--- src/rtl/tmr_glue_pkg.sv ---
package tmr_glue_pkg;

    localparam int NCNT = 3;

    typedef enum logic {
        LATCH_IDLE = 1'b0,
        LATCH_PEND = 1'b1
    } latch_st_e;

    // field order follows the written byte: bit 2, bit 1, bit 0
    typedef struct packed {
        logic ien;
        logic lnk21;
        logic lnk10;
    } glb_ctrl_t;

endpackage

--- src/rtl/tmr_prescale.sv ---
module tmr_prescale #(
    parameter int DIV = 14
) (
    input  logic clk,
    input  logic rst_n,
    output logic base_tick
);
    localparam int CW = (DIV > 2) ? $clog2(DIV) : 1;

    logic [CW-1:0] cnt_q;

    assign base_tick = (cnt_q == CW'(DIV - 1));

    always_ff @(posedge clk or negedge rst_n) begin
        if (!rst_n)
            cnt_q <= '0;
        else if (base_tick)
            cnt_q <= '0;
        else
            cnt_q <= cnt_q + 1'b1;
    end


    base_gap_chk: assert property (@(posedge clk) disable iff (!rst_n)
        base_tick |=> !base_tick);


    div_range_chk: assert property (@(posedge clk) disable iff (!rst_n)
        int'(cnt_q) < DIV);

endmodule

--- src/rtl/tmr_sync.sv ---
module tmr_sync #(
    parameter int N      = 3,
    parameter int STAGES = 2
) (
    input  logic         clk,
    input  logic         rst_n,
    input  logic [N-1:0] din,
    output logic [N-1:0] q,
    output logic [N-1:0] rise
);
    logic [N-1:0] q_prev;

    for (genvar i = 0; i < N; i++) begin : g_bit
        logic [STAGES:0] sh;
        always_ff @(posedge clk or negedge rst_n) begin
            if (!rst_n)
                sh <= '0;
            else
                sh <= {sh[STAGES-1:0], din[i]};
        end
        assign q[i]      = sh[STAGES-1];
        assign q_prev[i] = sh[STAGES];
    end

    assign rise = q & ~q_prev;

    for (genvar i = 0; i < N; i++) begin : g_chk

        rise_single_chk: assert property (@(posedge clk) disable iff (!rst_n)
            rise[i] |=> !rise[i]);
    end

endmodule

--- src/rtl/tmr_irq_latch.sv ---
module tmr_irq_latch
    import tmr_glue_pkg::*;
(
    input  logic clk,
    input  logic rst_n,
    input  logic set_ev,
    input  logic clr,
    output logic pend
);
    latch_st_e st_q, st_d;

    always_ff @(posedge clk or negedge rst_n) begin
        if (!rst_n)
            st_q <= LATCH_IDLE;
        else
            st_q <= st_d;
    end

    always_comb begin
        st_d = st_q;
        unique case (st_q)
            LATCH_IDLE: if (set_ev) st_d = LATCH_PEND;
            LATCH_PEND: if (clr && !set_ev) st_d = LATCH_IDLE;
            default:    st_d = LATCH_IDLE;
        endcase
    end

    always_comb begin
        pend = (st_q == LATCH_PEND);
    end


    set_wins_chk: assert property (@(posedge clk) disable iff (!rst_n)
        set_ev |=> pend);


    clear_takes_chk: assert property (@(posedge clk) disable iff (!rst_n)
        (clr && !set_ev) |=> !pend);


    hold_pend_chk: assert property (@(posedge clk) disable iff (!rst_n)
        (pend && !clr) |=> pend);

endmodule

--- src/rtl/tmr_irq_glue.sv ---
module tmr_irq_glue
    import tmr_glue_pkg::*;
#(
    parameter int DIV   = 14,
    parameter int LVL_W = 4,
    parameter int DW    = 8
) (
    input  logic          clk,
    input  logic          rst_n,
    input  logic [DW-1:0] wr_data,
    input  logic          glb_wr,
    input  logic          lvl_wr,
    input  logic          clr_wr,
    input  logic          stat_rd,
    output logic [DW-1:0] rd_data,
    input  logic [2:0]    cnt_out,
    output logic [2:0]    cnt_ce,
    output logic          irq
);
    localparam int PAD_W = DW - NCNT - 1;

    glb_ctrl_t         ctrl_q;
    logic [LVL_W-1:0]  lvl_q;
    logic              base_tick;
    logic [NCNT-1:0]   cnt_s;
    logic [NCNT-1:0]   cnt_rise;
    logic [1:0]        lnk_v;
    logic              pend;

    always_ff @(posedge clk or negedge rst_n) begin
        if (!rst_n) begin
            ctrl_q <= '0;
            lvl_q  <= '0;
        end else begin
            if (glb_wr) ctrl_q <= glb_ctrl_t'(wr_data[NCNT-1:0]);
            if (lvl_wr) lvl_q  <= wr_data[LVL_W-1:0];
        end
    end

    tmr_prescale #(.DIV(DIV)) u_pre (
        .clk       (clk),
        .rst_n     (rst_n),
        .base_tick (base_tick)
    );

    tmr_sync #(.N(NCNT), .STAGES(2)) u_sync (
        .clk   (clk),
        .rst_n (rst_n),
        .din   (cnt_out),
        .q     (cnt_s),
        .rise  (cnt_rise)
    );

    tmr_irq_latch u_latch (
        .clk    (clk),
        .rst_n  (rst_n),
        .set_ev (cnt_rise[0] & ctrl_q.ien),
        .clr    (clr_wr),
        .pend   (pend)
    );

    assign lnk_v = {ctrl_q.lnk21, ctrl_q.lnk10};

    // each lower counter takes the carry of the next one or the base pulse
    for (genvar i = 0; i < 2; i++) begin : g_route
        assign cnt_ce[i] = lnk_v[i] ? cnt_rise[i+1] : base_tick;
    end
    assign cnt_ce[2] = base_tick;

    assign rd_data = stat_rd ? {pend, {PAD_W{1'b0}}, cnt_s} : '0;
    assign irq     = pend & (lvl_q != '0);


    lvl_off_chk: assert property (@(posedge clk) disable iff (!rst_n)
        (lvl_q == '0) |-> !irq);


    set_needs_en_chk: assert property (@(posedge clk) disable iff (!rst_n)
        $rose(pend) |-> $past(ctrl_q.ien));


    unlinked_base_chk: assert property (@(posedge clk) disable iff (!rst_n)
        !ctrl_q.lnk10 |-> (cnt_ce[0] == cnt_ce[2]));


    linked_no_base_chk: assert property (@(posedge clk) disable iff (!rst_n)
        (ctrl_q.lnk21 && cnt_ce[1]) |-> $rose(cnt_s[2]));

endmodule

--- config.mk ---
export PLATFORM = sky130hd
export DESIGN_NAME = tmr_irq_glue
export DESIGN_NICKNAME = d
export VERILOG_FILES = /design/src/rtl/tmr_glue_pkg.sv /design/src/rtl/tmr_prescale.sv /design/src/rtl/tmr_sync.sv /design/src/rtl/tmr_irq_latch.sv /design/src/rtl/tmr_irq_glue.sv
export SDC_FILE = /design/constraint.sdc
export NUM_CORES = 1
export LEC_CHECK = 0
export BUFFER_PORTS_ARGS = -buffer_cell sky130_fd_sc_hd__buf_2
export CAP_MARGIN = 0
export CORE_MARGIN = 5
export CORE_UTILIZATION = 30
export CTS_CLUSTER_DIAMETER = 80
export DETAILED_ROUTE_END_ITERATION = 16
export PLACE_DENSITY = 0.6
export SLEW_MARGIN = 40
export SYNTH_ARGS = -nofsm -noshare
export SYNTH_HDL_FRONTEND = slang
export SYNTH_SLANG_ARGS = --single-unit
export TNS_END_PERCENT = 20
--- constraint.sdc ---
create_clock -name clk -period 1.2 [get_ports clk]
set_input_delay 0.18 -clock clk [delete_from_list [all_inputs] [get_ports clk]]
set_output_delay 0.18 -clock clk [all_outputs]
set_load 0.02 [all_outputs]
**Word-level counts from Yosys, hierarchy flattened**

Index checks and enable logic that the tools add are counted.

- Logic and storage cells: 26
- Register bits: 21

- Mux-type cells: 7
- Bitwise logic cells: 5
- Equality and inequality tests: 1
- Reduce and logical (&&, ||, !) cells: 3
- Add/subtract/negate cells: 1

Operators by type and width:

| operator | count |
|---|---|
| 8-bit two-way mux | 1 |
| 4-bit by 1-bit adder with 4-bit output (second input constant) | 1 |
| 4-bit equality test (second input constant) | 1 |
| 1-bit two-way mux | 4 |
| 4-bit two-way mux | 1 |
| 4-bit nonzero test | 1 |
| 3-bit bitwise AND | 1 |
| 3-bit NOT | 1 |
| 1-bit bitwise AND | 2 |
| 1-bit one-hot mux with 2 select lines | 1 |
| 1-bit logical AND | 1 |
| 1-bit logical NOT | 1 |
| 1-bit NOT | 1 |

**Depth between registers and ports, before layout**

- Depth after elaboration: 7
- Gate-level depth with buffers: 3
- Gate-level depth less buffers: 2

**By module**

A second synthesis with hierarchy kept.

- Cell total of the unflattened synthesis: 60
- Area, all modules: 858.3 sq um

By module, submodules not included:

| module | instances | seq. area each (sq um) | cells each | area an instance (sq um) |
|---|---|---|---|---|
| tmr_irq_glue | 1 | 175.2 | 28 | 360.3 |
| tmr_sync | 1 | 225.2 | 15 | 289.0 |
| tmr_prescale | 1 | 100.1 | 14 | 172.7 |
| tmr_irq_latch | 1 | 25.0 | 3 | 36.3 |

**Worst setup path before layout**

OpenSTA, ideal clock, no wires.

- Kind: register to output
- Start: register u_pre.cnt_q[1]
- End: output cnt_ce[0]
- Arrival: 0.946 ns
- Setup slack: 0.074 ns
- Cell stages (with the launch flop): 3
- Cells stage by stage: dfrtp_1 nand4b_1 o21ai_1

- Word-level cells in the longest chain between the ends: 2

RTL lines:

| what | line | source |
|---|---|---|
| start: declaration | tmr_prescale.sv:10 | `logic [CW-1:0] cnt_q;` |
| start signal: assignment | tmr_prescale.sv:20 | `cnt_q <= cnt_q + 1'b1;` |
| 4-bit equality test | tmr_prescale.sv:12 | `assign base_tick = (cnt_q == CW'(DIV - 1));` |
| 1-bit two-way mux | tmr_irq_glue.sv:66 | `assign cnt_ce[i] = lnk_v[i] ? cnt_rise[i+1] : base_tick;` |
| end: declaration | tmr_irq_glue.sv:17 | `output logic [2:0] cnt_ce,` |

Every way passes these cells.

**Worst setup path after layout**

- Start: register u_pre.cnt_q[1]
- End: output cnt_ce[1]

The elaborated chain is that of the path after synthesis.

==> results.sh <==
export IMPL_status="finished, violations left"
export IMPL_violations="setup timing"
export IMPL_drc=0
export IMPL_cts_root_buffer="clkbuf_4"
export IMPL_period_share=1.16
export IMPL_seq_area_frac_synth=0.658
export IMPL_endpoint_kind="output pin"
export IMPL_clock_skew_ps=5.12
export IMPL_clock_path_buffers=2
export IMPL_p_int_mw=0.937
export IMPL_yosys_area_top_type="dfrtp_1"
export IMPL_r2r_end="u_pre.cnt_q[3]$_DFF_PN0_"
export IMPL_power_leakage_nw=0.497
export IMPL_hold_viol=0
export IMPL_area_delta_synth_final_pct=27.0
export IMPL_wl_microns=1360
export IMPL_path_max_fanout=3
export IMPL_pre_cts_slack_ps=71.8
export IMPL_grtUsageMet3=0.0210
export IMPL_rows=18
export IMPL_final_max_slew_viol_count=0
export IMPL_rr_startpoint="u_pre.cnt_q[1]$_DFF_PN0_"
export IMPL_met2_usage=0.118
export IMPL_whs_ps=60.3
export IMPL_endpoint="cnt_ce[1]"
export IMPL_grt_max_degree=22
export IMPL_nFillCells=266
export IMPL_clk_latency_ps=290
export IMPL_place_congestion=0.654
export IMPL_synth_avg_cell_area_sq_um=13.8
export IMPL_hp_class="in2reg"
export IMPL_worstSetupStartpoint="u_pre.cnt_q[1]$_DFF_PN0_"
export IMPL_cts_sinks=21
export IMPL_cap_viol_max_count=0
export IMPL_syn_inst=58
export IMPL_power_total_mw=1.23
export IMPL_dp_cells=107
export IMPL_rsz0062_at_grt="true"
export IMPL_routed_via_density=4.47
export IMPL_globalRouteMet1Util=0.0953
export IMPL_grt_pass1_vias=485
export IMPL_grt_busiest_layer="met2"
export IMPL_hold_start="clr_wr"
export IMPL_diodes=0
export IMPL_synth_area_leaders="dfrtp_1 (66%), mux2_2 (9.9%), buf_4 (4.7%)"
export IMPL_cts_buffers=3
export IMPL_grt_use_total=0.0779
export IMPL_powerDensity_nw_per_um2=1210
export IMPL_start_util=0.316
export IMPL_final_nets=104
export IMPL_p_seq_frac=0.630
export IMPL_setup_slack_ps=-197
export IMPL_vdd_ir_drop_worst_v=0.000598
export IMPL_grt_pass1_wl_microns=2080
export IMPL_switchingPower_mw=0.289
export IMPL_clk_pin_slew_worst_paths_ps=110
export IMPL_ios=29
export IMPL_postPlaceCellArea_sq_um=917
export IMPL_grt_overflow=0
export IMPL_required_ps=1020
export IMPL_pwr_share_comb=0.110
export IMPL_die_w_microns=61.6
export IMPL_io_buffers=20
export IMPL_r2r_cells=4
export IMPL_critPathKind="reg2out"
export IMPL_core_sq_um=2520
export IMPL_post_drt_wl_per_cell_microns=11.7
export IMPL_cp_arrival_ps=1220
export IMPL_synth_top_area_frac=0.658
export IMPL_drt_initial_drc_count=1
export IMPL_final_common_cell="dfrtp_1"
export IMPL_syn_area_sq_um=798
export IMPL_chipHeight_microns=61.6
export IMPL_setup_viol=4
export IMPL_detail_route_antenna_nets=0
export IMPL_htreeDepth=1
export IMPL_synth_cell_type_count=17
export IMPL_vias=519
export IMPL_antenna_found_initial=0
export IMPL_fin_area_sq_um=1010
export IMPL_drt_first_pass_iters=4
export IMPL_yosysWarnings=0
export IMPL_period_needed_ps=1400
export IMPL_cts_tree="built"
export IMPL_p_sw_frac=0.236
export IMPL_ys_ff_latch=21
export IMPL_startpoint_type="flop"
export IMPL_dp_hpwl_microns=1080
export IMPL_drive_gt1_frac=0.407
export IMPL_tns_ps=-680
export IMPL_fmax_mhz=716
export IMPL_fin_util=0.402
export IMPL_design_die_area_sq_um=3790
export IMPL_final_cell_mix="dfrtp_1 (21), buf_2 (17), mux2_2 (7)"
export IMPL_fin_cells=116
export IMPL_ff2ff_setup_slack_ps=50
export IMPL_pwr_share_clk=0.260
==> logic make-up after synthesis <==
logic type / share of synthesized area
AND/OR/NAND/NOR: 0.103
other: 0.00470
AO/OA/AOI/OAI: 0.0455
flip-flops: 0.658
multiplexers: 0.127
buffers and inverters: 0.0611
==> routing by layer <==
metal	up-vias	wire length, microns	share of wire
met5	-	0	0
met4	0	12	0.0088
met3	2	150	0.11
met2	23	622	0.46
met1	253	570	0.42
li1	241	-	-
==> synth_stat cells <==
master,number
inv_1,3
a21boi_1,1
dfrtp_1,21
and2_1,4
o21ai_1,2
a22o_1,1
nand2_1,1
nand4b_1,1
nor2b_1,2
mux2_2,7
nor4_1,1
nand3b_1,3
o21ai_0,2
nor2_1,1
mux2_1,2
buf_4,5
conb_1,1
==> worst min path at each step <==
stage / endpoint / cells past startpoint
after floorplan: ctrl_q[0]$_DFFE_PN0P_ / 0
after global placement: u_sync.g_bit[1].sh[0]$_DFF_PN0_ / 1
after global routing: u_latch.pend$_DFF_PN0_ / 2
final: u_latch.pend$_DFF_PN0_ / 2
after CTS: u_latch.pend$_DFF_PN0_ / 2
after detailed placement: u_sync.g_bit[1].sh[0]$_DFF_PN0_ / 1
==> what timing repair did <==
action | CTS | global route
buffers inserted | 1 | 0
cloned | 0 | 0
setup endpoints to repair | 7 | 9
hold buffers | 4 | 0
pin swaps | 2 | 2
gates resized for setup | 5 | 1
hold endpoints to repair | 24 | 0
==> layout make-up <==
cell class | instances | area [sq um] | area share
inverters | 3 | 11.3 | 0.0111
multi-input cells | 32 | 245 | 0.242
flip-flops and latches | 21 | 526 | 0.519
repair buffers | 26 | 166 | 0.164
clock buffers | 3 | 22.5 | 0.0222
clock inverters | 1 | 5.00 | 0.00494
well taps | 30 | 37.5 | 0.0370
==> flip-flops by register name, summed over array words and instances (netlist names) <==
name,cells
u_sync.g_bit.sh,9
u_pre.cnt_q,4
ctrl_q,3
lvl_q,4
u_latch.pend,1
==> power groups by stage <==
stage          clock, mW  combinational (mW)  sequential, mW
6_report           0.319               0.135           0.773
5_1_grt            0.375               0.149           0.780
4_1_cts            0.341               0.138           0.774
3_5_place_dp           0               0.126           0.786
3_3_place_gp           0               0.123           0.784
2_1_floorplan          0              0.0796           0.778
==> critical path, cell delays in order (launching register included) <==
cell,delay (ps)
dfrtp_1,390
nand4b_1,230
o21ai_1,160
buf_4,160
(Power assumes the default switching activity.)
